<file path="config.mk">
export PLATFORM = sky130hd
export DESIGN_NAME = pfnmi_top
export DESIGN_NICKNAME = d
export VERILOG_FILES = /design/src/rtl/pfnmi_pkg.sv /design/src/rtl/pfnmi_ctrl.sv /design/src/rtl/pfnmi_datapath.sv /design/src/rtl/pfnmi_top.sv
export SDC_FILE = /design/constraint.sdc
export NUM_CORES = 1
export LEC_CHECK = 0
export ABC_CLOCK_PERIOD_IN_PS = 950
export BUFFER_PORTS_ARGS = -buffer_cell sky130_fd_sc_hd__buf_2
export CAP_MARGIN = 25
export CORE_AREA = 2 2 39 41
export CTS_CLUSTER_DIAMETER = 100
export CTS_CLUSTER_SIZE = 8
export DETAILED_ROUTE_END_ITERATION = 7
export DIE_AREA = 0 0 41 43
export GPL_ROUTABILITY_DRIVEN = 0
export SLEW_MARGIN = 15
export SYNTH_ARGS = -nofsm -noshare
export SYNTH_HDL_FRONTEND = slang
export SYNTH_SLANG_ARGS = --single-unit
</file>
<file path="constraint.sdc">
create_clock -name clk -period 0.95 [get_ports clk]
set_input_delay 0.19 -clock clk [delete_from_list [all_inputs] [get_ports clk]]
set_output_delay 0.19 -clock clk [all_outputs]
set_load 0.05 [all_outputs]
</file>
<file path="src/rtl/pfnmi_pkg.sv">
package pfnmi_pkg;
  // register offsets (word addressed)
  localparam int CTRL_OFS = 0;
  localparam int STAT_OFS = 1;
  // control field positions
  localparam int ONESHOT_BIT = 0;
  localparam int LOCK_BIT    = 1;
  // status field position
  localparam int PEND_BIT    = 0;

  typedef struct packed {
    logic wrCtrl;
    logic rdCtrl;
    logic rdStat;
    logic wrStat;
  } pfStrobe_t;
endpackage

</file>
<file path="src/rtl/pfnmi_ctrl.sv">
module pfnmi_ctrl
  import pfnmi_pkg::*;
#(
  parameter int ADDR_W = 1
) (
  input  logic              busSel,
  input  logic              busWrite,
  input  logic [ADDR_W-1:0] busAddr,
  output pfStrobe_t         strobe
);
  localparam logic [ADDR_W-1:0] CtrlAddr = ADDR_W'(CTRL_OFS);
  localparam logic [ADDR_W-1:0] StatAddr = ADDR_W'(STAT_OFS);

  logic hitCtrl;
  logic hitStat;

  always_comb begin
    hitCtrl = busSel && (busAddr == CtrlAddr);
    hitStat = busSel && (busAddr == StatAddr);
    strobe.wrCtrl = hitCtrl &&  busWrite;
    strobe.rdCtrl = hitCtrl && !busWrite;
    strobe.rdStat = hitStat && !busWrite;
    strobe.wrStat = hitStat &&  busWrite;
  end
endmodule

</file>
<file path="src/rtl/pfnmi_datapath.sv">
module pfnmi_datapath
  import pfnmi_pkg::*;
#(
  parameter int DATA_W      = 8,
  parameter int SYNC_STAGES = 2
) (
  input  logic              clk,
  input  logic              rstN,
  input  logic              pwrFailN,
  input  pfStrobe_t         strobe,
  input  logic [DATA_W-1:0] wdata,
  output logic [DATA_W-1:0] rdata,
  output logic              pending,
  output logic              lockEn,
  output logic              oneShotEn
);
  logic [SYNC_STAGES-1:0] syncChain;
  logic [SYNC_STAGES-1:0] stageIn;
  logic                   synced;
  logic                   delayed;
  logic                   fallEdge;
  logic                   armed;
  logic                   accept;
  logic [DATA_W-1:0]      rdNext;
  logic                   unusedStatWrite;

  // synchronizer: idle level of the input is high
  assign stageIn = {syncChain[SYNC_STAGES-2:0], pwrFailN};
  assign synced  = syncChain[SYNC_STAGES-1];

  always_ff @(posedge clk or negedge rstN) begin
    if (!rstN) begin
      syncChain <= '1;
      delayed   <= 1'b1;
    end else begin
      syncChain <= stageIn;
      delayed   <= synced;
    end
  end

  assign fallEdge = delayed && !synced;
  assign armed    = lockEn || oneShotEn;
  assign accept   = fallEdge && armed && !pending;

  // lock enable: set-only until reset
  always_ff @(posedge clk or negedge rstN) begin
    if (!rstN) lockEn <= 1'b0;
    else if (strobe.wrCtrl && wdata[LOCK_BIT]) lockEn <= 1'b1;
  end

  // one-shot enable: a write wins over self-clear
  always_ff @(posedge clk or negedge rstN) begin
    if (!rstN) oneShotEn <= 1'b0;
    else if (strobe.wrCtrl) oneShotEn <= wdata[ONESHOT_BIT];
    else if (accept) oneShotEn <= 1'b0;
  end

  // pending flag: accept needs !pending, so set and clear never collide
  always_ff @(posedge clk or negedge rstN) begin
    if (!rstN) pending <= 1'b0;
    else if (accept) pending <= 1'b1;
    else if (strobe.rdStat) pending <= 1'b0;
  end

  always_comb begin
    rdNext = '0;
    if (strobe.rdCtrl) begin
      rdNext[ONESHOT_BIT] = oneShotEn;
      rdNext[LOCK_BIT]    = lockEn;
    end
    if (strobe.rdStat) rdNext[PEND_BIT] = pending;
  end

  always_ff @(posedge clk or negedge rstN) begin
    if (!rstN) rdata <= '0;
    else rdata <= rdNext;
  end

  // status is read-only; write strobe and spare data bits are dropped
  assign unusedStatWrite = strobe.wrStat ^ (^wdata);
endmodule

</file>
<file path="src/rtl/pfnmi_top.sv">
module pfnmi_top
  import pfnmi_pkg::*;
#(
  parameter int DATA_W      = 8,
  parameter int ADDR_W      = 1,
  parameter int SYNC_STAGES = 2
) (
  input  logic              clk,
  input  logic              rstN,
  input  logic              pwrFailN,
  input  logic              busSel,
  input  logic              busWrite,
  input  logic [ADDR_W-1:0] busAddr,
  input  logic [DATA_W-1:0] busWdata,
  output logic [DATA_W-1:0] busRdata,
  output logic              nmiReq
);
  pfStrobe_t strobe;
  logic      pending;
  logic      lockEn;
  logic      oneShotEn;

  pfnmi_ctrl #(.ADDR_W(ADDR_W)) uCtrl (
    .busSel   (busSel),
    .busWrite (busWrite),
    .busAddr  (busAddr),
    .strobe   (strobe)
  );

  pfnmi_datapath #(.DATA_W(DATA_W), .SYNC_STAGES(SYNC_STAGES)) uData (
    .clk       (clk),
    .rstN      (rstN),
    .pwrFailN  (pwrFailN),
    .strobe    (strobe),
    .wdata     (busWdata),
    .rdata     (busRdata),
    .pending   (pending),
    .lockEn    (lockEn),
    .oneShotEn (oneShotEn)
  );

  assign nmiReq = pending;
endmodule

</file>
==> metrics.txt, run 1 <==
post-synthesis async set-or-reset flop share between 90% and 100%; Leak approximately 0.22 nW; die width 41 um; CP Depth 1; part of the power in combinational logic 26.0%; switching power ~0.0003 W; Tcrit/Tclk final 109%; clk sinks 8; die area between 1500 and 2000 sq um; most common cell in the netlist buf_4; Fillers 142; CP arrival between 0.8 and 0.9 ns; CTS tree built; delay-heaviest family, CP flip-flops; Hold Crit Class in -> reg; critical path class reg -> out; vias in the first global route ~230; biggest area consumer among synthesized cells dfrtp_1; RSZ-0062 raised after global routing true; Post-synth EDFFs 0; sequential share of power 44.1%; Peak VDD IR 773 uV; routed wire length 563 um; CP required 0.76 ns; final slew viol count 0; crit path cell chain buf_6; Layout Nets 60; clk_skew 0.00817 ns; top post-synthesis cells by area dfrtp_1, dfstp_2, buf_4; cell-internal power 0.000626 W; largest net degree at the start of global routing 9; Max Clk Rate 969 MHz; setup violators final 4; Worst Setup EP nmiReq; Area growth, synth to finish 34.7%; cell count after synthesis 30; total power 0.000926 W; worst r2r src uData.delayed; r2r setup slk -0.04 ns; HPWL Detailed 415 um; WHS 0.0406 ns; Routed Antenna Nets 0; status finished, violations left; initial antenna violation count 0; Crit. Startpoint uData.pending; row count 14; CP Capture Type output pin; Synth top cells by count buf_4, dfrtp_1, dfstp_2, inv_1; post-DR wirelength/cell between 9 and 10 um; Clk pwr share 29.9%; syn avg cell area 11.6 sq um; Clk Tree Root Cell clkbuf_4; drt initial violations 8; Sw Share 32.4%; Global Route Usage Sum around 8.5%; CTS clk-pin slew, worst paths ~0.060 ns; GR Overflow Total 0; Hold Fails Final Rpt 0; htree depth 1; Ant. Diodes 0; first-pass GRT wire length 897 um; clk_lat worst skew between 0.2 and 0.3 ns; Worst Path Max Fanout 3; Die Span Y 43 um; Crit path buffers/inverters 1; R2R cell count 3; CTS max path bufs 2; Yosys cell types 17; FF+latch count, synth 8; slowest stage delay, CP roughly 0.43 ns; Layout Cells excl Fill 61; share of layout cells above drive strength 1 48.9%; Cell Pwr Density 1980 nW/um^2; fin crit period 1.03 ns; worst r2r dst uData.oneShotEn; CTS Buf Count 3; Ys Warns 0; final worst setup slack -0.0825 ns; Max-Cap Viols 0; startpoint types flip-flop; TritonRoute pass-1 iters 2; I/O pins 23; sequential area share after synthesis 58.8%; Core ar. 1380 sq um; initial core utilization between 20 and 30%; Vias 236; failing checks setup timing; Synth Cell Area 347 sq um; cell total after placement 55; Hold Path Depth 1; DRC viols 0; Post-synth top flop dfrtp_1; PortBufs 10; crit path max-delay cell type dfrtp_2; area share of the largest cell type after synthesis between 30% and 40%; vias per cell 3.87
==> final cells by class <==
cell class                      count  area [sq um]  share of cell area (%)
Clock buffer                        4          26.3                    5.63
Inverter                            3          11.3                    2.41
Multi-Input combinational cell     18           118                    25.2
Sequential cell                     8           205                    44.0
Tap cell                           16          20.0                    4.29
Timing Repair Buffer               12          86.3                    18.5
==> worst register-to-register path, stage by stage, from the launching register on <==
cell      delay, ns
dfstp_2        0.52
inv_2          0.04
o311ai_2       0.20
o21ai_1        0.10
==> registers in the layout, summed over array words and instances, names as in the netlist <==
name and count:
uData.delayed 1, uData.lockEn 1, uData.oneShotEn 1, uData.pending 1, uData.rdata 2, uData.syncChain 2
==> logic make-up after synthesis <==
group | count (synthesis) | synth area share (%)
AO/OA/AOI/OAI | 5 | 10.1
other | 1 | 1.08
flip-flops | 8 | 58.8
buffers and inverters | 9 | 16.2
AND/OR/NAND/NOR | 7 | 13.7
==> routing by layer <==
layer / vias up / routed length (um) / track usage [%]
li1: 115 / - / -
met4: 0 / 0 / 4.00
met1: 110 / 222 / 9.00
met5: - / 0 / 0
met2: 11 / 282 / 10.3
met3: 0 / 58 / 9.42
==> power by group through the flow <==
stage	registers (W)	logic (W)	clock network [W]
6_report	0.000408	0.000241	0.000277
5_1_grt	0.000413	0.000258	0.000315
4_1_cts	0.000404	0.000234	0.000292
3_5_place_dp	0.000408	0.000193	0
3_3_place_gp	0.000407	0.000190	0
2_1_floorplan	0.000461	0.000109	0
==> placed cells by master, fill, tap and decap left out, types with 2 or more instances in the layout <==
| cell type | Yosys | final |
|---|---|---|
| buf_2 | 0 | 7 |
| buf_6 | 0 | 3 |
| clkbuf_4 | 0 | 3 |
| conb_1 | 1 | 6 |
| dfrtp_1 | 5 | 4 |
| dfstp_2 | 3 | 3 |
| inv_1 | 3 | 2 |
==> stage by stage <==
stage / setup TNS (ns) / util [%] / area (sq um) / setup WS, ns
floorplan: -0.0371 / - / 367 / -0.0371
global placement: -0.0834 / 28.3 / 392 / -0.0834
detailed placement: -0.0716 / 28.3 / 392 / -0.0716
CTS: -0.201 / 32.8 / 454 / -0.0863
global route: -0.337 / 33.7 / 467 / -0.116
finish: -0.154 / 33.7 / 467 / -0.0825
==> worst min path at each step <==
stage / startpoint / end / slack (ns)
floorplan: rstN / uData.lockEn / -0.11
global placement: rstN / uData.rdata[0] / 0.04
detailed placement: rstN / uData.rdata[0] / 0.04
CTS: pwrFailN / uData.syncChain[0] / 0.03
global route: pwrFailN / uData.syncChain[0] / 0.02
finish: pwrFailN / uData.syncChain[0] / 0.04
==> repair_timing <==
item                                   CTS  global route
pin swaps                                2             0
hold buffers                             1             0
endpoints found under the hold margin    8             0
buffers inserted                         1             0
gates resized for setup                  6             2
setup endpoints to repair                5             5
Power figures use the tool's default switching activity.
==> inputs of run 2 (changes only) <==
--- a/config.mk
+++ b/config.mk
@@ -5,7 +5,7 @@
 export SDC_FILE = /design/constraint.sdc
 export NUM_CORES = 1
 export LEC_CHECK = 0
-export ABC_CLOCK_PERIOD_IN_PS = 950
+export ABC_CLOCK_PERIOD_IN_PS = 890
 export BUFFER_PORTS_ARGS = -buffer_cell sky130_fd_sc_hd__buf_2
 export CAP_MARGIN = 25
 export CORE_AREA = 2 2 39 41
==> constraint.sdc (replaced) <==
create_clock -name clk -period 0.89 [get_ports clk]
set_input_delay 0.178 -clock clk [delete_from_list [all_inputs] [get_ports clk]]
set_output_delay 0.178 -clock clk [all_outputs]
set_load 0.05 [all_outputs]
==> run 2 against run 1 <==
Net effect: global-route usage grew 0.89 points; highest routed layer is now met4; power grew 6.8%; largest power group unchanged; combinational power grew 6%; largest cell class unchanged; the flow still finishes with violations (setup timing).
==> metrics.txt, run 2 (synthesis gave the netlist of run 1 again) <==
Die Span Y 43 um; initial antenna violation count 0; HPWL Detailed about 410 um; clk_lat worst skew 0.26 ns; Placement Setup Slack -0.137 ns; DRC viols 0; critical path class reg -> out; final worst setup slack -0.134 ns; Max-Cap Viols 0; Worst Path Max Fanout 3; Core Util, Final 33.7%; Fillers 157; largest net degree at the start of global routing 9; CP required 0.71 ns; Routed Antenna Nets 0; R2R cell count 3; CP Capture Type output pin; final slew viol count 0; cell total after placement 55; r2r setup slk -0.10 ns; Global Route Usage Sum 9.42%; worst r2r src uData.delayed; Post-DP Area around 390 sq um; Hold Path Depth 1; Tcrit/Tclk final 115%; Layout Cells excl Fill 61; CTS clk-pin slew, worst paths 0.06 ns; Cell Pwr Density 2120 nW/um^2; first-pass GRT wire length 1000 um; Hold Fails Final Rpt 0; CTS max path bufs 2; Crit. Startpoint uData.pending; commonest non-fill, non-tap cell in the layout buf_2; Ant. Diodes 0; slowest stage delay, CP 0.43 ns; Layout Nets 60; Design Area, Final 467 sq um; post-DR wirelength/cell 9.52 um; Crit path buffers/inverters 1; setup violators final 5; I/O pins 23; clk_skew 0.0108 ns; Hold Path Origin pwrFailN; worst r2r dst uData.oneShotEn; startpoint types flip-flop; hold endpoint uData.syncChain[0]; vias per cell 4.11; setup TNS -0.407 ns; initial core utilization about a quarter; RSZ-0062 raised after global routing true; status finished, violations left; vias in the first global route 259; row count 14; die area 1760 sq um; routed wire length 581 um; fin crit period 1.02 ns; Max Clk Rate 977 MHz; PortBufs 10; GR Overflow Total 0; CTS tree built; die width 41 um; delay-heaviest family, CP flip-flops; Core ar. around 1400 sq um; drt initial violations 0; CTS Buf Count 3; crit path max-delay cell type dfrtp_2; TritonRoute pass-1 iters 1; clk sinks 8; Vias 251; htree depth 1; CP arrival around 0.85 ns; Clk Tree Root Cell clkbuf_4; largest registers uData.rdata: 2 flops, uData.syncChain: 2 flops; Peak VDD IR 1070 uV; failing checks setup timing; Hold Crit Class in -> reg; Leak about 0.22 nW; share of layout cells above drive strength 1 48.9%; crit path cell chain buf_6; most frequent cells in the layout buf_2, conb_1, dfrtp_1; Area growth, synth to finish 34.7%
## run 2: cell counts in the layout (fill, tap and decap cells not counted)
No cell type changed its count.
## run 2: through the flow
stage          hold slack [ns]  power [W]
6_report                0.0271   0.000990
3_5_place_dp            0.0262   0.000642
5_1_grt                0.00769    0.00105
3_3_place_gp            0.0234   0.000637
4_1_cts                 0.0162    0.00101
2_1_floorplan           -0.118   0.000609
## run 2: power breakdown
group	switching [W]	internal [W]
sequential	0.0000302	0.000406
combinational	0.000165	0.0000907
clock	0.000126	0.000172
total	0.000321	0.000669
## run 2: cell type report
cell class / count / area (sq um) / share of cell area (%)
multi-input combinational: 18 / 118 / 25.2
sequential: 8 / 205 / 44.0
tap: 16 / 20.0 / 4.29
timing repair buffer: 12 / 86.3 / 18.5
clock buffer: 4 / 26.3 / 5.63
inverter: 3 / 11.3 / 2.41
## run 2: worst max path at each step
stage / to / slack, ns / depth (start not counted)
global route: uData.oneShotEn / -0.16 / 3
CTS: nmiReq / -0.14 / 1
floorplan: uData.oneShotEn / -0.1 / 3
global placement: uData.oneShotEn / -0.14 / 3
detailed placement: uData.oneShotEn / -0.14 / 3
finish: nmiReq / -0.13 / 1
## run 2: per-layer routing
| metal | part of all wire (%) | global-route usage (%) | up-vias |
|---|---|---|---|
| li1 | - | - | 114 |
| met1 | 35 | 7.28 | 120 |
| met2 | 52 | 14.7 | 12 |
| met3 | 9.8 | 7.85 | 5 |
| met4 | 3.1 | 6.00 | 0 |
| met5 | 0 | 0 | - |
## run 2: what timing repair did
item	4_1_cts	5_1_grt
buffers inserted	1	0
endpoints found under the setup margin	5	5
endpoints found under the hold margin	8	0
gates resized for setup	8	0
hold buffers	1	0
pin swaps	2	0
==> inputs of run 3 (changes only) <==
--- a/config.mk
+++ b/config.mk
@@ -14,6 +14,7 @@
 export DETAILED_ROUTE_END_ITERATION = 7
 export DIE_AREA = 0 0 41 43
 export GPL_ROUTABILITY_DRIVEN = 0
+export RECOVER_POWER = 100
 export SLEW_MARGIN = 15
 export SYNTH_ARGS = -nofsm -noshare
 export SYNTH_HDL_FRONTEND = slang
==> run 3 against run 2 <==
Net effect: the run still ends with setup timing left; critical path depth stayed put; clock skew barely moved; sequential cell count stayed put; non-clock buffer count unchanged; largest cell class unchanged; global-route usage stayed put; setup slack improved by 0.0019 ns; first-iteration DRC count did not move; clock power barely moved; register-to-register slack about the same; hold slack about the same; sequential share of layout area is 0.12 points higher.
==> metrics.txt, run 3 (synthesis gave the netlist of run 1 again) <==
CP arrival 0.84 ns; clk_skew approximately 0.011 ns; Ant. Diodes 0; drt initial violations 0; Tcrit/Tclk final 115%; CTS tree built; Vias 253; Peak VDD IR between 1000 and 1500 uV; TritonRoute pass-1 iters 1; Fillers 157; Post-DP Area 392 sq um; r2r setup slk -0.10 ns; I/O pins 23; hold endpoint uData.syncChain[0]; slowest stage delay, CP 0.43 ns; first-pass GRT wire length 1000 um; clk sinks 8; PortBufs 10; most frequent cells in the layout conb_1, buf_2, clkbuf_4, dfrtp_1; CP Capture Type output pin; GR Overflow Total 0; Clk Tree Root Cell clkbuf_4; final worst setup slack -0.132 ns; Leak between 0.2 and 0.25 nW; HPWL Detailed 411 um; Core ar. 1380 sq um; Hold Crit Class in -> reg; share of layout cells above drive strength 1 46.7%; Max-Cap Viols 0; Routed Antenna Nets 0; worst r2r dst uData.oneShotEn; R2R cell count 3; htree depth 1; die width 41 um; initial core utilization 25.0%; fin crit period 1.02 ns; crit path max-delay cell type dfrtp_2; CTS max path bufs 2; critical path class reg -> out; clk_lat worst skew 0.26 ns; CP required 0.71 ns; Cell Pwr Density 2120 nW/um^2; failing checks setup timing; vias in the first global route around 260; Placement Setup Slack -0.137 ns; CTS clk-pin slew, worst paths 0.06 ns; RSZ-0062 raised after global routing true; Die Span Y 43 um; row count 14; initial antenna violation count 0; largest registers uData.rdata: 2 flops, uData.syncChain: 2 flops; cell total after placement 55; Hold Path Origin pwrFailN; Hold Path Depth 1; DRC viols 0; final slew viol count 0; Layout Nets 60; delay-heaviest family, CP flip-flops; Max Clk Rate between 900 and 1000 MHz; post-DR wirelength/cell 9.41 um; Global Route Usage Sum 9.42%; worst r2r src uData.delayed; crit path cell chain buf_6; status finished, violations left; largest net degree at the start of global routing 9; vias per cell 4.15; startpoint types flip-flop; Area growth, synth to finish 34.3%; setup violators final 5; total power approximately 0.00099 W; die area 1760 sq um; CTS Buf Count 3; Core Util, Final approximately a third; routed wire length between 500 and 600 um; Layout Cells excl Fill about 60; Crit path buffers/inverters 1; Worst Path Max Fanout 3; Design Area, Final 465 sq um; Hold Fails Final Rpt 0
==> run 3: cell count changes in the layout (fill, tap and decap cells not counted), sizes merged <==
cell / before / now
clkbuf: 4 / 6
buf: 11 / 9
==> run 3: per-layer routing <==
| layer | GRT usage (%) | wire [um] |
|---|---|---|
| met2 | 14.7 | 297 |
| met4 | 6.00 | 18 |
| met3 | 7.85 | 52 |
| met5 | 0 | 0 |
| met1 | 7.28 | 205 |
==> run 3: area by class of cell <==
| cell class | count | area, sq um | share of cell area [%] |
|---|---|---|---|
| clock buffers | 4 | 26.3 | 5.65 |
| inverters | 3 | 11.3 | 2.42 |
| multi-input cells | 18 | 118 | 25.3 |
| flip-flops and latches | 8 | 205 | 44.1 |
| well taps | 16 | 20.0 | 4.30 |
| repair buffers | 12 | 85.1 | 18.3 |
==> run 3: power by group <==
group,internal [W],switching [W]
Clock,0.000172,0.000126
Sequential,0.000406,0.0000297
Combinational,0.0000890,0.000165
==> run 3: worst max-delay path by stage <==
stage                     slack [ns]     startpoint  cells after the start         endpoint
after floorplan                 -0.1  uData.delayed                      3  uData.oneShotEn
after global placement         -0.14  uData.delayed                      3  uData.oneShotEn
after detailed placement       -0.14  uData.delayed                      3  uData.oneShotEn
after CTS                      -0.14  uData.pending                      1           nmiReq
after global routing           -0.16  uData.delayed                      3  uData.oneShotEn
final                          -0.13  uData.pending                      1           nmiReq
==> run 3: what timing repair did <==
action	4_1_cts	5_1_grt
hold buffers	1	0
setup endpoints to repair	5	5
setup buffers	1	0
gates resized for setup	8	0
hold endpoints to repair	8	0
pin swaps	2	0
==> run 3: per-stage QoR <==
stage	hold WS (ns)	TNS, ns
floorplan	-0.118	-0.139
global placement	0.0234	-0.173
detailed placement	0.0262	-0.181
CTS	0.0162	-0.453
global route	0.00769	-0.561
finish	0.0271	-0.410
